[src/rtl/pfc_vloop_pkg.sv]
package pfc_vloop_pkg;

   typedef enum logic {
      LOOP_AVG  = 1'b0,
      LOOP_FAST = 1'b1
   } loop_mode_e;

   typedef enum int {
      SCALE_FLOOR   = 0,
      SCALE_NEAREST = 1
   } scale_mode_e;

endpackage

[src/rtl/vloop_zc_hold.sv]
module vloop_zc_hold #(
   parameter int DW = 12
) (
   input  logic          clk,
   input  logic          rst_n,
   input  logic          zc_stb,
   input  logic [DW-1:0] vout_smp,
   input  logic [DW-1:0] vref,
   output logic [DW-1:0] held_val
);

   logic [DW-1:0] cap_q;
   logic          cap_ok_q;

   always_ff @(posedge clk) begin
      if (!rst_n) begin
         cap_q    <= '0;
         cap_ok_q <= 1'b0;
      end else if (zc_stb) begin
         cap_q    <= vout_smp;
         cap_ok_q <= 1'b1;
      end
   end

   // before any crossing has been seen, track the reference (zero error)
   assign held_val = cap_ok_q ? cap_q : vref;

   // capture only on a crossing strobe
   p_held_load_r1: assert property (@(posedge clk) disable iff (!rst_n)
      zc_stb |=> (cap_ok_q && cap_q == $past(vout_smp)));

   p_held_keep_r1: assert property (@(posedge clk) disable iff (!rst_n)
      !zc_stb |=> ($stable(cap_q) && $stable(cap_ok_q)));

endmodule

[src/rtl/vloop_err_sel.sv]
module vloop_err_sel
   import pfc_vloop_pkg::*;
#(
   parameter int DW = 12,
   parameter int GW = 16,
   localparam int EW = DW + 1
) (
   input  logic [DW-1:0]        vref,
   input  logic [DW-1:0]        vout_smp,
   input  logic [DW-1:0]        held_val,
   input  logic [DW-1:0]        err_thresh,
   input  logic signed [GW-1:0] kp_avg,
   input  logic signed [GW-1:0] ki_avg,
   input  logic signed [GW-1:0] kp_fast,
   input  logic signed [GW-1:0] ki_fast,
   output logic signed [EW-1:0] err_sel,
   output logic signed [GW-1:0] kp_sel,
   output logic signed [GW-1:0] ki_sel
);

   logic signed [EW-1:0] live_err;
   logic signed [EW-1:0] avg_err;
   logic signed [EW-1:0] thr_s;
   loop_mode_e           mode;

   assign live_err = $signed({1'b0, vref}) - $signed({1'b0, vout_smp});
   assign avg_err  = $signed({1'b0, vref}) - $signed({1'b0, held_val});
   assign thr_s    = $signed({1'b0, err_thresh});

   // at or above the threshold: fast path; below, including negative: averaged
   assign mode = (live_err >= thr_s) ? LOOP_FAST : LOOP_AVG;

   always_comb begin
      unique case (mode)
         LOOP_FAST: begin
            err_sel = live_err;
            kp_sel  = kp_fast;
            ki_sel  = ki_fast;
         end
         default: begin
            err_sel = avg_err;
            kp_sel  = kp_avg;
            ki_sel  = ki_avg;
         end
      endcase
   end

endmodule

[src/rtl/vloop_pi.sv]
module vloop_pi
   import pfc_vloop_pkg::*;
#(
   parameter int EW         = 13,
   parameter int GW         = 16,
   parameter int GF         = 8,
   parameter int OW         = 16,
   parameter int SCALE_MODE = SCALE_FLOOR
) (
   input  logic                 clk,
   input  logic                 rst_n,
   input  logic                 upd,
   input  logic signed [EW-1:0] err,
   input  logic signed [GW-1:0] kp,
   input  logic signed [GW-1:0] ki,
   input  logic signed [OW-1:0] lim_lo,
   input  logic signed [OW-1:0] lim_hi,
   output logic signed [OW-1:0] out
);

   localparam int PW = EW + GW;
   localparam int IW = PW + 1;
   localparam int SW = IW + 1;

   initial begin
      assert (OW + GF < IW) else $error("vloop_pi: OW+GF must be below integrator width");
      assert (GF < GW) else $error("vloop_pi: GF must leave integer gain bits");
      assert (SCALE_MODE == SCALE_FLOOR || GF >= 1)
         else $error("vloop_pi: rounding needs at least one fraction bit");
   end

   logic signed [PW-1:0] prod_p, prod_i;
   logic signed [IW-1:0] integ_q, integ_nx, ilo, ihi;
   logic signed [SW-1:0] isum, total, scaled, olo, ohi;
   logic signed [OW-1:0] out_q, out_nx;

   assign prod_p = $signed({{GW{err[EW-1]}}, err}) * $signed({{EW{kp[GW-1]}}, kp});
   assign prod_i = $signed({{GW{err[EW-1]}}, err}) * $signed({{EW{ki[GW-1]}}, ki});

   // integrator limits: output limits carried to the product scale
   assign ilo = $signed({{(IW-OW){lim_lo[OW-1]}}, lim_lo}) <<< GF;
   assign ihi = $signed({{(IW-OW){lim_hi[OW-1]}}, lim_hi}) <<< GF;

   assign isum = $signed({integ_q[IW-1], integ_q})
               + $signed({{(SW-PW){prod_i[PW-1]}}, prod_i});

   always_comb begin
      if (isum < $signed({ilo[IW-1], ilo}))
         integ_nx = ilo;
      else if (isum > $signed({ihi[IW-1], ihi}))
         integ_nx = ihi;
      else
         integ_nx = isum[IW-1:0];
   end

   assign total = $signed({{(SW-PW){prod_p[PW-1]}}, prod_p})
                + $signed({integ_nx[IW-1], integ_nx});

   generate
      if (SCALE_MODE == SCALE_NEAREST) begin : g_round
         localparam logic signed [SW-1:0] HALF = SW'(1) <<< (GF - 1);
         assign scaled = (total + HALF) >>> GF;
      end else begin : g_floor
         assign scaled = total >>> GF;
      end
   endgenerate

   assign olo = $signed({{(SW-OW){lim_lo[OW-1]}}, lim_lo});
   assign ohi = $signed({{(SW-OW){lim_hi[OW-1]}}, lim_hi});

   always_comb begin
      if (scaled < olo)
         out_nx = lim_lo;
      else if (scaled > ohi)
         out_nx = lim_hi;
      else
         out_nx = scaled[OW-1:0];
   end

   always_ff @(posedge clk) begin
      if (!rst_n) begin
         integ_q <= '0;
         out_q   <= '0;
      end else if (upd) begin
         integ_q <= integ_nx;
         out_q   <= out_nx;
      end
   end

   assign out = out_q;

   // no update without a sample strobe
   p_out_hold_r8: assert property (@(posedge clk) disable iff (!rst_n)
      !upd |=> $stable(out_q));

   p_integ_hold_r8: assert property (@(posedge clk) disable iff (!rst_n)
      !upd |=> $stable(integ_q));

   // output inside the limits that were present at the update
   p_out_range_r7: assert property (@(posedge clk) disable iff (!rst_n)
      upd |=> (out_q >= $past(lim_lo) && out_q <= $past(lim_hi)));

   // integrator inside the scaled limits
   p_integ_range_r6: assert property (@(posedge clk) disable iff (!rst_n)
      upd |=> (integ_q >= $past(ilo) && integ_q <= $past(ihi)));

endmodule

[src/rtl/pfc_vloop_comp.sv]
module pfc_vloop_comp
   import pfc_vloop_pkg::*;
#(
   parameter int DW         = 12,
   parameter int GW         = 16,
   parameter int GF         = 8,
   parameter int OW         = 16,
   parameter int SCALE_MODE = SCALE_FLOOR
) (
   input  logic                 clk,
   input  logic                 rst_n,
   input  logic [DW-1:0]        vref,
   input  logic [DW-1:0]        err_thresh,
   input  logic signed [GW-1:0] kp_avg,
   input  logic signed [GW-1:0] ki_avg,
   input  logic signed [GW-1:0] kp_fast,
   input  logic signed [GW-1:0] ki_fast,
   input  logic signed [OW-1:0] out_min,
   input  logic signed [OW-1:0] out_max,
   input  logic [DW-1:0]        vout_smp,
   input  logic                 smp_valid,
   input  logic                 zc_stb,
   output logic signed [OW-1:0] loop_out
);

   localparam int EW = DW + 1;

   initial begin
      assert (DW >= 2) else $error("pfc_vloop_comp: DW too small");
      assert (OW >= 2) else $error("pfc_vloop_comp: OW too small");
   end

   logic [DW-1:0]        held_val;
   logic signed [EW-1:0] err_sel;
   logic signed [GW-1:0] kp_sel, ki_sel;

   vloop_zc_hold #(.DW(DW)) u_hold (
      .clk      (clk),
      .rst_n    (rst_n),
      .zc_stb   (zc_stb),
      .vout_smp (vout_smp),
      .vref     (vref),
      .held_val (held_val)
   );

   vloop_err_sel #(.DW(DW), .GW(GW)) u_sel (
      .vref       (vref),
      .vout_smp   (vout_smp),
      .held_val   (held_val),
      .err_thresh (err_thresh),
      .kp_avg     (kp_avg),
      .ki_avg     (ki_avg),
      .kp_fast    (kp_fast),
      .ki_fast    (ki_fast),
      .err_sel    (err_sel),
      .kp_sel     (kp_sel),
      .ki_sel     (ki_sel)
   );

   vloop_pi #(
      .EW(EW), .GW(GW), .GF(GF), .OW(OW), .SCALE_MODE(SCALE_MODE)
   ) u_pi (
      .clk    (clk),
      .rst_n  (rst_n),
      .upd    (smp_valid),
      .err    (err_sel),
      .kp     (kp_sel),
      .ki     (ki_sel),
      .lim_lo (out_min),
      .lim_hi (out_max),
      .out    (loop_out)
   );

endmodule

[config.mk]
export PLATFORM = sky130hd
export DESIGN_NAME = pfc_vloop_comp
export DESIGN_NICKNAME = d
export VERILOG_FILES = /design/src/rtl/pfc_vloop_pkg.sv /design/src/rtl/vloop_zc_hold.sv /design/src/rtl/vloop_err_sel.sv /design/src/rtl/vloop_pi.sv /design/src/rtl/pfc_vloop_comp.sv
export SDC_FILE = /design/constraint.sdc
export NUM_CORES = 2
export LEC_CHECK = 0
export BUFFER_PORTS_ARGS = -buffer_cell sky130_fd_sc_hd__buf_2
export CORE_MARGIN = 4
export CORE_UTILIZATION = 60
export CTS_CLUSTER_DIAMETER = 80
export DETAILED_ROUTE_END_ITERATION = 10
export PLACE_DENSITY = 0.79
export SLEW_MARGIN = 30
export SYNTH_ARGS = -nofsm -noshare
export SYNTH_HDL_FRONTEND = slang
export SYNTH_SLANG_ARGS = --single-unit
[constraint.sdc]
create_clock -name clk -period 33.8 [get_ports clk]
set_input_delay 6.76 -clock clk [delete_from_list [all_inputs] [get_ports clk]]
set_output_delay 6.76 -clock clk [all_outputs]
set_load 0.02 [all_outputs]
* Word-level counts from Yosys, hierarchy flattened
Cells that the tools add are included. W data, S select, Z words.
Cells by class: add/sub/neg operators 4, multiply operators 2, divide/modulo/power cells 0, order comparisons 5, equal/unequal tests 0, shifts and indexed selects 0, multiplexer cells 9, bitwise gates (word level) 0, reductions and logical operators 0
Operators by type and width (count):
- $mux W16 | 4
- $mux W30 | 2
- $mul A13 B16 Y29 | 2
- $add A29 B30 Y31 | 1
- $add A30 B29 Y31 | 1
- $gt A31 B24 Y1 | 1
- $lt A31 B24 Y1 | 1
- $sub A12 B12 Y13 | 2
- $gt A23 B16 Y1 | 1
- $lt A23 B16 Y1 | 1
- $ge A13 B13 Y1 | 1
- $mux W13 | 1
- $mux W12 | 1
- $mux W1 | 1
Storage, ports and cells: bits in registers 59, latch bits 0, memory bits (writable) 0, memory bits (read-only) 0, input port bits 136, output and inout port bits 16, logic and storage cells 24, memories kept 0

* Logic depth before layout (Yosys ltp)
word-level depth 13, depth in mapped cells 99, depth with buffers taken out 95

* By module
A second synthesis with hierarchy kept.
Unflattened totals: cells, all modules 2915, area, all modules 25745.9 um^2
Modules (own cells, without submodules):
- vloop_pi | instances 1, cells an instance 2615, area an instance 22980.8 um^2, sequential area each 920.9 um^2
- vloop_err_sel | instances 1, cells an instance 246, area an instance 2087.0 um^2, sequential area each 0.0 um^2
- vloop_zc_hold | instances 1, cells an instance 54, area an instance 678.2 um^2, sequential area each 260.2 um^2

* Least setup slack after synthesis
OpenSTA, ideal clock, no wires.
path kind in2reg, from input vout_smp[1], to register u_pi.out_q[7] (netlist: u_pi.out[7]), setup time 144 ps, data arrival time 25659 ps, required time 33656 ps, setup slack 7997 ps, stages on the path 91, buffers on the path 7, path through inv_1 > ha_1 > nor2b_1 > o21ai_0 > a21boi_0 > o21ai_0 > a21boi_0 > o21ai_0 > a21boi_0 > o21ai_0 > a21oi_1 > xnor2_1 > inv_1 > ha_1 > nand3_1 > nor2_1 > a221o_1 > a21o_1 > [55 not listed] > nand2_1 > o21a_1 > o211ai_1 > nor4_1 > o31ai_1 > o41ai_1 > xnor2_1 > ha_1 > nand4_1 > nor2_1 > nand2_1 > a21o_1 > nand4_1 > or3b_2 > clkbuf_1 > clkbuf_1 > o211ai_1 > a311oi_2
Between the ends: longest elaborated chain between the ends 13, elaborated cells on any way between the ends 18, classes of those cells add/sub (3); mul (2); order compare (5); mux (8)
Ends and longest elaborated chain:
- from (decl) | RTL line pfc_vloop_comp.sv:20 | input logic [DW-1:0] vout_smp,
- $sub A12 B12 Y13 * | RTL line vloop_err_sel.sv:26 | assign live_err = $signed({1'b0, vref}) - $signed({1'b0, vout_smp});
- $ge A13 B13 Y1 | RTL line vloop_err_sel.sv:31 | assign mode = (live_err >= thr_s) ? LOOP_FAST : LOOP_AVG;
- $mux W1 | RTL line vloop_err_sel.sv:31
- $mux W13 / $mux W16 (equally long branches) | RTL line vloop_err_sel.sv:34 | unique case (mode)
- $mul A13 B16 Y29 * | RTL line vloop_pi.sv:38 | assign prod_i = $signed({{GW{err[EW-1]}}, err}) * $signed({{EW{ki[GW-1]}}, ki});
- $add A30 B29 Y31 * | RTL line vloop_pi.sv:45 | + $signed({{(SW-PW){prod_i[PW-1]}}, prod_i});
- $gt A31 B24 Y1 | RTL line vloop_pi.sv:50 | else if (isum > $signed({ihi[IW-1], ihi}))
- $mux W30 | RTL line vloop_pi.sv:50
- $mux W30 * | RTL line vloop_pi.sv:48 | if (isum < $signed({ilo[IW-1], ilo}))
- net u_pi.integ_nx[8] | RTL line vloop_pi.sv:33 | logic signed [IW-1:0] integ_q, integ_nx, ilo, ihi;
- $add A29 B30 Y31 * | RTL line vloop_pi.sv:57 | + $signed({integ_nx[IW-1], integ_nx});
- $gt A23 B16 Y1 | RTL line vloop_pi.sv:74 | else if (scaled > ohi)
- $mux W16 | RTL line vloop_pi.sv:74
- $mux W16 * | RTL line vloop_pi.sv:72 | if (scaled < olo)
- to (signal assigned) | RTL line vloop_pi.sv:86 | out_q <= out_nx;
- to (decl) | RTL line vloop_pi.sv:35 | logic signed [OW-1:0] out_q, out_nx;
Mark *: on every way through the listed nets, which the timed path passes. The rest lies on a longest branch. A chain may end at the register's enable or synchronous reset.

* Worst setup path in the final report
from input vref[1], to register u_pi.out_q[7] (netlist: u_pi.out[7])
Between the ends: longest elaborated chain between the ends 13, elaborated cells on any way between the ends 20, classes of those cells add/sub (4); mul (2); order compare (5); mux (9)
Ends and longest elaborated chain:
- from (decl) | RTL line pfc_vloop_comp.sv:12 | input logic [DW-1:0] vref,
- $sub A12 B12 Y13 | RTL line vloop_err_sel.sv:26
- $ge A13 B13 Y1 | RTL line vloop_err_sel.sv:31
- $mux W1 | RTL line vloop_err_sel.sv:31
- $mux W13 / $mux W16 (equally long branches) | RTL line vloop_err_sel.sv:34
- $mul A13 B16 Y29 * | RTL line vloop_pi.sv:38
- $add A30 B29 Y31 * | RTL line vloop_pi.sv:45
- $gt A31 B24 Y1 | RTL line vloop_pi.sv:50
- $mux W30 | RTL line vloop_pi.sv:50
- $mux W30 * | RTL line vloop_pi.sv:48
- net u_pi.integ_nx[7] | RTL line vloop_pi.sv:33
- $add A29 B30 Y31 * | RTL line vloop_pi.sv:57
- $gt A23 B16 Y1 | RTL line vloop_pi.sv:74
- $mux W16 | RTL line vloop_pi.sv:74
- $mux W16 * | RTL line vloop_pi.sv:72
Marked as above.

==> impl_metrics.yaml <==
timing:
  grt_setup_unrepaired: "false"
  fin_ws_ns: 4.39
  slew_headroom_pct: 26.0
  fin_crit_ns: 29.41
  setup-violations-final: 0
  worst_pin_slew_ns: 1.09
  hold_violations: 0
  slew_viol_final: 0
  timing.final.crit_share_pct: 87.0
  tns_ns: 0
  clock_skew_ns: 0.0101
  clock.fmax_ghz: 0.0340
logic_synthesis:
  syn-cell-area_sq_mm: 0.0251
  synthesis.nets: 3909
  ys_warn_count: 0
  ys_types: 78
  yosys.area.top_type: "fa_1"
  syn_avg_cell_area_sq_um: 8.39
  ys_seq_elements: 59
  synthCells: 2991
  synth_area_leaders: "fa_1 39%, ha_1 15%, inv_1 10%, nand2_1 5.8%, nor2_1 4.8%"
  synth_edf_count: 0
  dominantRegCellSynth: "dfxtp_1"
  seq_area_frac_synth_pct: 4.71
  synthArstFlopShare_pct: 0
  synth.top_cell.area_share_pct: 38.5
clock_network:
  cts.sink_count: 59
  clock_latency_ns: 0.39
  cts_root_buffer: "clkbuf_16"
  numCtsBuffers: 9
  ctsResizeCount: 0
  htreeDepth: 3
  cts_tree: "built"
  post_cts_buffers: 0
  clock_path_buffers: 2
  ctsHoldBuffers: 0
  clk_pin_slew_worst_paths_ns: 0.06
place:
  dp_slack_ns: 4.46
  dp_hpwl_microns: 62700
  portBuffers: 151
  postPlaceCellArea_sq_mm: 0.0265
  routabilityCongestion: 1.06
global_route:
  antenna_found_initial: 0
  overflow: 0
  grt_pass1_wl_microns: 117000
  gr-usage-all-layers_pct: 33.6
  grt_pass1_vias: 22200
  grt_max_degree: 48
route:
  met1_length_microns: 28200
  viasPerCell: 5.81
  highest_layer: "met4"
  routed_wl_microns: 74000
  firstDrtPassIters: 7
  met2_length_microns: 34900
  drt_iter0_drc: 1810
  num_vias: 21100
  antenna_left: 0
  wl_met3_microns: 6800
  drc: 0
  drt-wirelength-per-cell_microns: 20.4
die:
  num_rows: 74
  floorplan.initialDensity_pct: 61.1
  dieArea_sq_mm: 0.0452
  core_area_sq_mm: 0.0411
  die_h_microns: 213
  io_pins: 152
  die_w_microns: 213
finish:
  utilization_pct: 65.2
  drive_gt1_share_pct: 7.87
  nNetsFinal: 4012
  mostFrequentLayoutCells: "685 x inv_1, 483 x fa_1, 390 x nand2_1"
  layout_commonest_cell: "inv_1"
  area_growth_pct: 6.74
  finalInstanceArea_sq_mm: 0.0268
  antenna_cells: 0
  fill_cells: 3414
setup_path:
  worst-path-buf-inv: 12
  worst_ep_arrival_time_ns: 29.70
  critPathMaxFanout: 40
  required_ns: 34.09
  timing.critical_path.mode_cell: "fa_1"
  worstSetupStartpointType: "input port"
  crit_type: "input port to register"
  critical-path-top-delay-family: "adder cells"
  slowest_stage: "nor2_1"
  endpoint_kind: "register"
  max_stage_delay_ns: 0.84
flow_run:
  maxCapViolations: 0
run_status:
  run_status: "finished, final reports clean"
worst_hold_path:
  hold_path_class: "register to register"
## cell type report
type / count / area (sq um) / area share, %
clock buffer: 12 / 246 / 0.920
timing repair buffer: 175 / 936 / 3.49
sequential: 59 / 1180 / 4.41
inverter: 686 / 2570 / 9.61
multi-input combinational: 2163 / 21100 / 78.8
clock inverter: 4 / 73.8 / 0.276
tap: 532 / 666 / 2.48
## cells by family (layout without fill, tap and decap cells)
kind of cell	after synthesis	count (layout)	synth area share, %
compound gates	337	337	9.29
flops	59	59	4.71
fa+ha+maj	782	782	53.4
buf+inv	769	877	11.5
simple gates	882	882	14.8
mux	96	96	3.86
xor+xnor	66	66	2.38
## flip-flops by register name, indices dropped and copies added, names as in the netlist
| register | flops |
|---|---|
| u_pi.out | 16 |
| u_hold.cap_q | 12 |
| u_hold.cap_ok_q | 1 |
| u_pi.integ_q | 30 |
## worst register-to-register path: cells and delay by family (launching register included)
kind	cells	cell delay (ns)
simple gates	18	4.51
xor+xnor	4	1.15
buf+inv	8	0.39
compound gates	25	5.90
flops	1	0.85
fa+ha+maj	17	7.50
mux	2	1.20
## per-layer routing
| layer | global-route usage (%) | vias to the layer above |
|---|---|---|
| met3 | 8.01 | 206 |
| met4 | 16.5 | 0 |
| li1 | - | 9488 |
| met5 | 0 | - |
| met1 | 42.3 | 10400 |
| met2 | 54.9 | 954 |
## cells in the mapped netlist, types with 4 or more instances
cell type and count:
inv_1 685, fa_1 483, nand2_1 391, nor2_1 318, ha_1 299, mux2i_1 89
a21oi_1 84, clkbuf_1 73, o21ai_0 63, dfxtp_1 59, a21o_1 49, xnor2_1 49
nand3_1 34, nand4_1 33, and2_1 17, nand2b_1 16, nor2b_1 16, xor2_1 16
nor3_1 13, o21a_1 13, a21boi_0 12, a211oi_1 11, o211ai_1 10, and3_1 9
a31oi_1 8, or2_2 8, buf_1 7, mux2_2 7, o31ai_1 7, a211o_1 6
nor3b_1 6, a22o_1 5, o21ai_1 5, or3_1 5, nor4_1 4, o21ba_2 4
o21bai_1 4, o22ai_1 4, o311ai_1 4, o311ai_2 4, o31a_1 4
## stage by stage
step                      hold WS [ns]  instances
after detailed placement         0.480       3615
final                            0.494       3631
after CTS                        0.495       3631
after global routing             0.522       3631
after global placement           0.471       3615
after floorplan                  0.441       2991
## final timing paths
kind | from | cells after the start | slack, ns | endpoint
worst min register to register | u_pi.out[6] | 2 | 0.49 | u_pi.out[6]
worst max register to register | u_hold.cap_ok_q | 74 | 12.22 | u_pi.out[7]
worst max-delay path | vref[1] | 87 | 4.39 | u_pi.out[7]
worst min-delay path | u_pi.out[6] | 2 | 0.49 | u_pi.out[6]
Power is not shown: default switching activity piles up to over one toggle a cycle in this logic, so the estimate is an artifact.
